`config.mk`:
```
export PLATFORM = sky130hd
export DESIGN_NAME = ppbuf_top
export DESIGN_NICKNAME = d
export VERILOG_FILES = /design/src/rtl/ppbuf_pkg.sv /design/src/rtl/ppbuf_page_store.sv /design/src/rtl/ppbuf_load_ctrl.sv /design/src/rtl/ppbuf_prog_timer.sv /design/src/rtl/ppbuf_top.sv
export SDC_FILE = /design/constraint.sdc
export NUM_CORES = 2
export LEC_CHECK = 0
export CORE_MARGIN = 4
export CORE_UTILIZATION = 65
export DETAILED_ROUTE_END_ITERATION = 10
export PLACE_DENSITY = 0.94
export SYNTH_ARGS = -nofsm -noshare
export SYNTH_HDL_FRONTEND = slang
export SYNTH_SLANG_ARGS = --single-unit
```
`constraint.sdc`:
```
create_clock -name clk -period 3.9 [get_ports clk]
set_input_delay 0.78 -clock clk [delete_from_list [all_inputs] [get_ports clk]]
set_output_delay 0.78 -clock clk [all_outputs]
set_load 0.02 [all_outputs]
```
`src/rtl/ppbuf_pkg.sv`:
```
// Shared types for the page program buffer.
package ppbuf_pkg;

    // Loader state: waiting for a command, or collecting its data bytes.
    typedef enum logic [0:0] {
        LD_IDLE = 1'b0,
        LD_OPEN = 1'b1
    } load_state_e;

    localparam int BYTE_W = 8;

endpackage

```
`src/rtl/ppbuf_page_store.sv`:
```
// Page storage: one data byte and one loaded flag per page offset.
// Assumes: clear and wr_en are never asserted together (the loader
// guarantees it). Data bytes are not reset; only the flags are.
module ppbuf_page_store #(
    parameter int PAGE_BITS = 8
) (
    input  logic                       clk,
    input  logic                       rst_n,
    input  logic                       clear,
    input  logic                       wr_en,
    input  logic [PAGE_BITS-1:0]       wr_off,
    input  logic [ppbuf_pkg::BYTE_W-1:0] wr_data,
    input  logic [PAGE_BITS-1:0]       rd_off,
    output logic [ppbuf_pkg::BYTE_W-1:0] rd_data,
    output logic                       rd_loaded
);
    localparam int PAGE_SIZE = 1 << PAGE_BITS;

    logic [ppbuf_pkg::BYTE_W-1:0] bytes_q [PAGE_SIZE];
    logic [PAGE_SIZE-1:0]         loaded_q;

    // Loaded flags: cleared at command start, set by each byte write.
    always_ff @(posedge clk) begin
        if (!rst_n) begin
            loaded_q <= '0;
        end else if (clear) begin
            loaded_q <= '0;
        end else if (wr_en) begin
            loaded_q[wr_off] <= 1'b1;
        end
    end

    // Data bytes: a later byte for the same offset replaces the earlier one.
    always_ff @(posedge clk) begin
        if (wr_en) begin
            bytes_q[wr_off] <= wr_data;
        end
    end

    assign rd_data   = bytes_q[rd_off];
    assign rd_loaded = loaded_q[rd_off];

endmodule

```
`src/rtl/ppbuf_load_ctrl.sv`:
```
// Command loader: latches page and start offset, steps the wrapping
// write pointer per data byte and decides whether the end of the
// command starts a program cycle.
// Assumes: start_valid is ignored while busy; cmd_end in the same
// cycle as byte_valid drops that byte.
module ppbuf_load_ctrl #(
    parameter int ADDR_W    = 19,
    parameter int PAGE_BITS = 8,
    localparam int PAGE_W   = ADDR_W - PAGE_BITS
) (
    input  logic                 clk,
    input  logic                 rst_n,
    input  logic                 busy,
    input  logic                 start_valid,
    input  logic [ADDR_W-1:0]    start_addr,
    input  logic                 byte_valid,
    input  logic                 cmd_end,
    input  logic                 cmd_aligned,
    output logic [PAGE_W-1:0]    page,
    output logic                 buf_clear,
    output logic                 buf_wr,
    output logic [PAGE_BITS-1:0] buf_off,
    output logic                 prog_start
);
    import ppbuf_pkg::*;

    load_state_e          state_q;
    logic [PAGE_BITS-1:0] ptr_q;
    logic [PAGE_W-1:0]    page_q;
    logic                 got_byte_q;
    logic                 open;
    logic                 take_start;

    assign open       = (state_q == LD_OPEN);
    assign take_start = start_valid && !busy;
    assign buf_clear  = take_start;
    assign buf_wr     = open && byte_valid && !cmd_end && !take_start;
    assign buf_off    = ptr_q;
    assign prog_start = open && cmd_end && cmd_aligned && got_byte_q && !take_start;
    assign page       = page_q;

    // Command state, page latch and in-page pointer that wraps naturally.
    always_ff @(posedge clk) begin
        if (!rst_n) begin
            state_q    <= LD_IDLE;
            ptr_q      <= '0;
            page_q     <= '0;
            got_byte_q <= 1'b0;
        end else if (take_start) begin
            state_q    <= LD_OPEN;
            page_q     <= start_addr[ADDR_W-1:PAGE_BITS];
            ptr_q      <= start_addr[PAGE_BITS-1:0];
            got_byte_q <= 1'b0;
        end else if (open && cmd_end) begin
            state_q    <= LD_IDLE;
        end else if (buf_wr) begin
            ptr_q      <= ptr_q + 1'b1;
            got_byte_q <= 1'b1;
        end
    end

endmodule

```
`src/rtl/ppbuf_prog_timer.sv`:
```
// Program-cycle timer: holds busy for a fixed number of cycles, walks
// the page offsets in the first PAGE_SIZE of them and pulses done at
// the end.
// Assumes: prog_start is only seen while not busy.
module ppbuf_prog_timer #(
    parameter int PAGE_BITS   = 8,
    parameter int PROG_CYCLES = 300,
    localparam int PAGE_SIZE  = 1 << PAGE_BITS,
    localparam int HOLD       = (PROG_CYCLES < PAGE_SIZE) ? PAGE_SIZE : PROG_CYCLES,
    localparam int TIMER_W    = $clog2(HOLD + 1)
) (
    input  logic                 clk,
    input  logic                 rst_n,
    input  logic                 prog_start,
    output logic                 busy,
    output logic                 done,
    output logic                 walk_en,
    output logic [PAGE_BITS-1:0] walk_off
);
    localparam logic [TIMER_W-1:0] LAST     = TIMER_W'(HOLD - 1);
    localparam logic [TIMER_W-1:0] PAGE_LIM = TIMER_W'(PAGE_SIZE);

    logic [TIMER_W-1:0] timer_q;
    logic               busy_q;
    logic               done_q;

    // Busy window counter with end-of-cycle done pulse.
    always_ff @(posedge clk) begin
        if (!rst_n) begin
            busy_q  <= 1'b0;
            done_q  <= 1'b0;
            timer_q <= '0;
        end else begin
            done_q <= 1'b0;
            if (busy_q) begin
                if (timer_q == LAST) begin
                    busy_q  <= 1'b0;
                    done_q  <= 1'b1;
                    timer_q <= '0;
                end else begin
                    timer_q <= timer_q + 1'b1;
                end
            end else if (prog_start) begin
                busy_q  <= 1'b1;
                timer_q <= '0;
            end
        end
    end

    assign busy     = busy_q;
    assign done     = done_q;
    assign walk_en  = busy_q && (timer_q < PAGE_LIM);
    assign walk_off = timer_q[PAGE_BITS-1:0];

endmodule

```
`src/rtl/ppbuf_top.sv`:
```
// Page program buffer top: collects a command's data bytes into a
// wrapping page buffer, then ANDs the loaded bytes into the array
// during a timed program cycle.
// Assumes: arr_rdata returns the array byte at arr_addr in the same
// cycle; the array takes arr_wdata at the clock edge when arr_we is high.
module ppbuf_top #(
    parameter int ADDR_W      = 19,
    parameter int PAGE_BITS   = 8,
    parameter int PROG_CYCLES = 300
) (
    input  logic              clk,
    input  logic              rst_n,
    input  logic              start_valid,
    input  logic [ADDR_W-1:0] start_addr,
    input  logic              byte_valid,
    input  logic [7:0]        byte_data,
    input  logic              cmd_end,
    input  logic              cmd_aligned,
    output logic [ADDR_W-1:0] arr_addr,
    input  logic [7:0]        arr_rdata,
    output logic              arr_we,
    output logic [7:0]        arr_wdata,
    output logic              busy,
    output logic              done
);
    localparam int PAGE_W = ADDR_W - PAGE_BITS;

    logic [PAGE_W-1:0]    page;
    logic                 buf_clear;
    logic                 buf_wr;
    logic [PAGE_BITS-1:0] buf_off;
    logic                 prog_start;
    logic                 walk_en;
    logic [PAGE_BITS-1:0] walk_off;
    logic [7:0]           buf_rd;
    logic                 buf_loaded;

    ppbuf_load_ctrl #(
        .ADDR_W    (ADDR_W),
        .PAGE_BITS (PAGE_BITS)
    ) u_load (
        .clk         (clk),
        .rst_n       (rst_n),
        .busy        (busy),
        .start_valid (start_valid),
        .start_addr  (start_addr),
        .byte_valid  (byte_valid),
        .cmd_end     (cmd_end),
        .cmd_aligned (cmd_aligned),
        .page        (page),
        .buf_clear   (buf_clear),
        .buf_wr      (buf_wr),
        .buf_off     (buf_off),
        .prog_start  (prog_start)
    );

    ppbuf_page_store #(
        .PAGE_BITS (PAGE_BITS)
    ) u_store (
        .clk       (clk),
        .rst_n     (rst_n),
        .clear     (buf_clear),
        .wr_en     (buf_wr),
        .wr_off    (buf_off),
        .wr_data   (byte_data),
        .rd_off    (walk_off),
        .rd_data   (buf_rd),
        .rd_loaded (buf_loaded)
    );

    ppbuf_prog_timer #(
        .PAGE_BITS   (PAGE_BITS),
        .PROG_CYCLES (PROG_CYCLES)
    ) u_timer (
        .clk        (clk),
        .rst_n      (rst_n),
        .prog_start (prog_start),
        .busy       (busy),
        .done       (done),
        .walk_en    (walk_en),
        .walk_off   (walk_off)
    );

    // Array port: walk address in the latched page, write only loaded offsets.
    assign arr_addr  = {page, walk_off};
    assign arr_we    = walk_en && buf_loaded;
    assign arr_wdata = arr_rdata & buf_rd;

endmodule

```
==> results of run 1 <==
## logic make-up after synthesis
kind of cell | share of synthesized area [%]
AND/OR/NAND/NOR | 4.97
flip-flops | 74.1
adder cells (fa/ha/maj) | 0.0687
XOR/XNOR | 0.0577
multiplexers | 14.2
buffers and inverters | 2.04
AO/OA/AOI/OAI | 4.53
## per-stage QoR
stage	setup WS [ns]	cells	TNS (ns)	cell area, µm²	hold slack [ns]
floorplan	0.631	5215	0	91000	0.435
global placement	-0.480	7543	-2.69	98500	0.444
detailed placement	-0.793	7543	-5.45	98500	0.459
CTS	-0.845	8013	-6.22	108000	0.446
## synth_stat cells, types with 30 or more instances
| cell type | n | area [µm²] |
|---|---|---|
| o22ai_1 | 154 | 963 |
| buf_1 | 42 | 158 |
| buf_2 | 45 | 225 |
| clkbuf_1 | 140 | 526 |
| mux2i_1 | 454 | 4540 |
| a21oi_1 | 92 | 460 |
| mux4_2 | 364 | 8200 |
| buf_6 | 36 | 405 |
| nor2_1 | 784 | 2940 |
| edfxtp_1 | 2048 | 61500 |
| dfxtp_1 | 296 | 5930 |
| nor3_1 | 30 | 150 |
| o221ai_1 | 113 | 990 |
| buf_4 | 48 | 360 |
| o21ai_0 | 67 | 335 |
| nand2_1 | 162 | 608 |
## repair_timing
action | CTS
pin swaps | 62
gates cloned | 14
resized for setup | 327
buffers inserted | 63
setup endpoints to repair | 9
hold buffers | 0
## metal layers
layer | GRT overflow | global-route usage [%]
met5 | 1 | 54.6
met4 | 11 | 68.9
met3 | 4 | 69.4
met2 | 10 | 83.3
met1 | 6 | 69.7
==> flow_metrics.py, run 1 <==
metrics = {
    "grt": {
        "grt_max_degree": 132,
        "antenna_found_initial": 87,
        "grt_remaining_overflow": 32,
        "grtUsageTotal_pct": 73.1,
    },
    "die": {
        "rows": 137,
        "start_util_pct": 65.3,
        "die_h_um": 382,
        "num_io_pins": 71,
        "die_w_um": 382,
    },
    "sta": {
        "worstEndpointType": "primary output",
        "crit_endpoint": "arr_wdata[6]",
    },
    "clocking": {
        "numCtsBuffers": 209,
        "cts_buffer_depth": 3,
        "clockRootBuffer": "clkbuf_16",
        "cts.sink_count": 2344,
        "h-tree-depth": 4,
    },
    "synth": {
        "avgSynthCellArea_um2": 17.4,
        "synthFlopType": "edfxtp_1",
        "yosysSeqAreaShare_pct": 74.1,
        "ys_types": 69,
        "synthesis.area_mm2": 0.0910,
        "synth-edff-count": 2048,
        "ys_seq_elements": 2344,
        "synth_fp_nets": 5261,
        "synth_cells": 5215,
        "async_flop_share_pct": 0,
        "synth_warnings": 0,
    },
    "run_status": {
        "error_message": "[ERROR GRT-0232] Routing congestion too high. Check the congestion heatmap in the GUI.",
        "outcome": "aborted with a tool error",
        "haltStage": "global routing",
    },
    "placed_design": {
        "gp_congestion": 0.993,
        "dp_hpwl_mm": 182,
        "port_buffers": 70,
    },
}
==> run 2: changes to the inputs <==
--- a/config.mk
+++ b/config.mk
@@ -6,9 +6,9 @@
 export NUM_CORES = 2
 export LEC_CHECK = 0
 export CORE_MARGIN = 4
-export CORE_UTILIZATION = 65
+export CORE_UTILIZATION = 40
 export DETAILED_ROUTE_END_ITERATION = 10
-export PLACE_DENSITY = 0.94
+export PLACE_DENSITY_LB_ADDON = 0.15
 export SYNTH_ARGS = -nofsm -noshare
 export SYNTH_HDL_FRONTEND = slang
 export SYNTH_SLANG_ARGS = --single-unit
==> flow_metrics.py, run 2 <==
metrics = {
    "synth": {
        "synthesis.area_mm2": 0.0910,
        "synth_warnings": 0,
        "synth_most_common_cell": "edfxtp_1",
        "avgSynthCellArea_um2": 17.4,
        "synthFlopType": "edfxtp_1",
        "synthTopCellsByArea": "edfxtp_1 68%, mux4_2 9.0%, dfxtp_1 6.5%, mux2i_1 5.0%, nor2_1 3.2%",
        "synth_cells": 5215,
        "synth-edff-count": 2048,
        "yosysTopAreaCell": "edfxtp_1",
        "synth_fp_nets": 5261,
        "yosysSeqAreaShare_pct": 74.1,
        "synth.top_cell.area_share_pct": 67.6,
        "synth_commonest_cells": "2,048 x edfxtp_1, 784 x nor2_1, 454 x mux2i_1, 364 x mux4_2, 296 x dfxtp_1",
        "ys_types": 69,
        "ys_seq_elements": 2344,
        "async_flop_share_pct": 0,
    },
    "cells_and_area": {
        "final_util_pct": 49.3,
        "final_layout_size_suffix_gt1_share_pct": 28.3,
        "nets": 6099,
        "syn_to_final_growth_pct": 22.1,
        "largest_register_ff_count": 2048,
        "final_common_cell": "edfxtp_1",
        "top_register": "u_store.bytes_q",
        "final_cell_mix": "2,048 x edfxtp_1, 781 x nor2_1, 684 x buf_4",
    },
    "die": {
        "rows": 174,
        "design.core.area_mm2": 0.226,
        "num_io_pins": 71,
        "die_w_um": 485,
        "start_util_pct": 40.3,
        "dieArea_mm2": 0.235,
        "die_h_um": 485,
    },
    "run_status": {
        "outcome": "complete, but fails checks",
        "violations": "setup timing",
    },
    "setup_path": {
        "crit_top_cell": "buf_6",
        "crit_path_end_kind": "primary output",
        "max_stage_delay_ns": 0.41,
        "r2r-end": "u_store.bytes_q[35][4]$_DFFE_PP_",
        "crit_family": "simple AND/OR/NAND/NOR gates",
        "criticalPathCategory": "reg2out",
        "cp-start-kind": "flip-flop",
        "worst-path-buf-inv": 5,
        "cp_num_cells": 12,
        "cp_cell_sequence": "buf_4 > or3b_4 > buf_12 > buf_6 > o22ai_2 > nor3_2 > o21ai_2 > nor4bb_4 > nand4_1 > o22ai_4 > buf_6 > buf_6",
        "cp_max_fo": 14,
        "crit_slowest_cell": "or3b_4",
        "critPathArrivalTime_ns": 3.91,
        "required_ns": 3.12,
        "rr_worst_depth": 5,
        "crit-reg2reg-launch": "u_load.buf_off[0]$_SDFFE_PN0P_",
        "r2r_slack_ns": 0.79,
    },
    "sta": {
        "worstMarginPinSlew_ns": 1.31,
        "finalHoldViolCount": 0,
        "fin_ws_ns": -0.787,
        "rsz0062_at_grt": "yes",
        "setup_viol": 9,
        "fin_crit_ns": 4.69,
        "max_slew_margin_pct": 12.4,
        "fmax_mhz": 213,
        "fin_worst_skew_ns": 0.0744,
        "period_share_pct": 120,
        "slew_viol_final": 0,
    },
    "power": {
        "cellLeakagePower_nw": 35.2,
        "peakVddDrop_mv": 0.463,
        "powerDensity_mw_per_mm2": 455,
    },
    "route": {
        "viasPerCell": 5.71,
        "drtAntennaViolNets": 0,
        "wirelength_mm": 290,
        "drc": 0,
        "num_vias": 52900,
        "drt-initial-drc-count": 6359,
        "drt-wirelength-per-cell_um": 31.3,
        "drt_first_pass_iters": 6,
    },
    "placed_design": {
        "dp_hpwl_mm": 189,
        "gp_congestion": 0.866,
        "port_buffers": 70,
        "dpl_worst_slack_ns": -0.649,
    },
    "clocking": {
        "numCtsBuffers": 240,
        "cts.sink_count": 2344,
        "clockRootBuffer": "clkbuf_16",
        "cts_tree": "built",
        "clk_latency_ns": 0.91,
        "cts.clk_slew.worst_paths_ns": 0.06,
        "h-tree-depth": 4,
        "cts_buffer_depth": 3,
        "holdBufCountCts": 0,
    },
    "worst_hold_path": {
        "min_to": "u_store.bytes_q[32][7]$_DFFE_PP_",
        "whs_path_depth": 1,
        "hp-start": "byte_data[7]",
        "hp-class": "in2reg",
    },
    "grt": {
        "grt_pass1_wl_mm": 407,
        "grt_remaining_overflow": 0,
        "grtUsageTotal_pct": 24.3,
        "grt_max_degree": 108,
        "grt_pass1_vias": 51900,
        "antenna_found_initial": 15,
    },
    "run": {
        "maxCapViolCount": 0,
    },
}
## run 2: worst max path at each step
stage / startpoint / end / slack (ns)
3_3_place_gp: flip-flop / arr_wdata[7] / -1.01
6_report: flip-flop / arr_wdata[4] / -0.79
4_1_cts: flip-flop / arr_wdata[5] / -0.89
5_1_grt: flip-flop / arr_wdata[5] / -0.85
2_1_floorplan: flip-flop / arr_wdata[5] / 0.63
3_5_place_dp: flip-flop / arr_wdata[7] / -0.65
## run 2: cell type report
class	instances	area (µm²)
repair buffers	916	9090
multi-input cells	2540	23100
well taps	2992	3740
clock inverters	119	1140
fillers	19000	114000
inverters	11	46.3
diodes	8	20.0
clock buffers	332	6590
flip-flops and latches	2344	67400
## run 2: power by group
group | switching [mW] | leakage, nW | internal, mW
combinational | 0.663 | 10.7 | 0.192
clock | 9.89 | 3.77 | 12.6
sequential | 0.0213 | 20.8 | 27.2
total | 10.6 | 35.2 | 40.0
## run 2: kinds of logic (layout without fill, tap and decap cells)
group                    count (synthesis)  in the layout  synth area share (%)
AO/OA/AOI/OAI                          591            591                  4.53
XOR/XNOR                                 6              6                0.0577
adder cells (fa/ha/maj)                  5              5                0.0687
buffers and inverters                  331           1378                  2.04
flip-flops                            2344           2344                  74.1
multiplexers                           832            832                  14.2
other                                    0              8                     0
AND/OR/NAND/NOR                       1106           1106                  4.97
## run 2: per-stage QoR
step	total power [mW]	setup TNS, ns	instance area, µm²	std cells	hold WS, ns
final	50.6	-6.41	111000	9262	0.296
after global placement	28.6	-4.26	100000	8701	0.444
after floorplan	27.9	0	91000	5215	0.435
after detailed placement	28.6	-3.91	100000	8702	0.453
after CTS	51.0	-7.40	110000	9193	0.258
after global routing	52.1	-7.14	111000	9256	0.274
## run 2: layer usage
| layer | track usage [%] | routed length (µm) | up-vias |
|---|---|---|---|
| met5 | 0 | 31 | - |
| met4 | 7.01 | 8780 | 4 |
| met3 | 4.16 | 21500 | 369 |
| met2 | 37.6 | 134000 | 2161 |
| met1 | 35.4 | 126000 | 28000 |
| li1 | - | - | 22400 |
## run 2: timing repair
item | 4_1_cts | 5_1_grt
setup endpoints to repair | 9 | 9
gates resized for setup | 247 | 111
pin swaps | 44 | 52
cloned | 11 | 6
buffers inserted | 33 | 61
(Power assumes the default switching activity.)
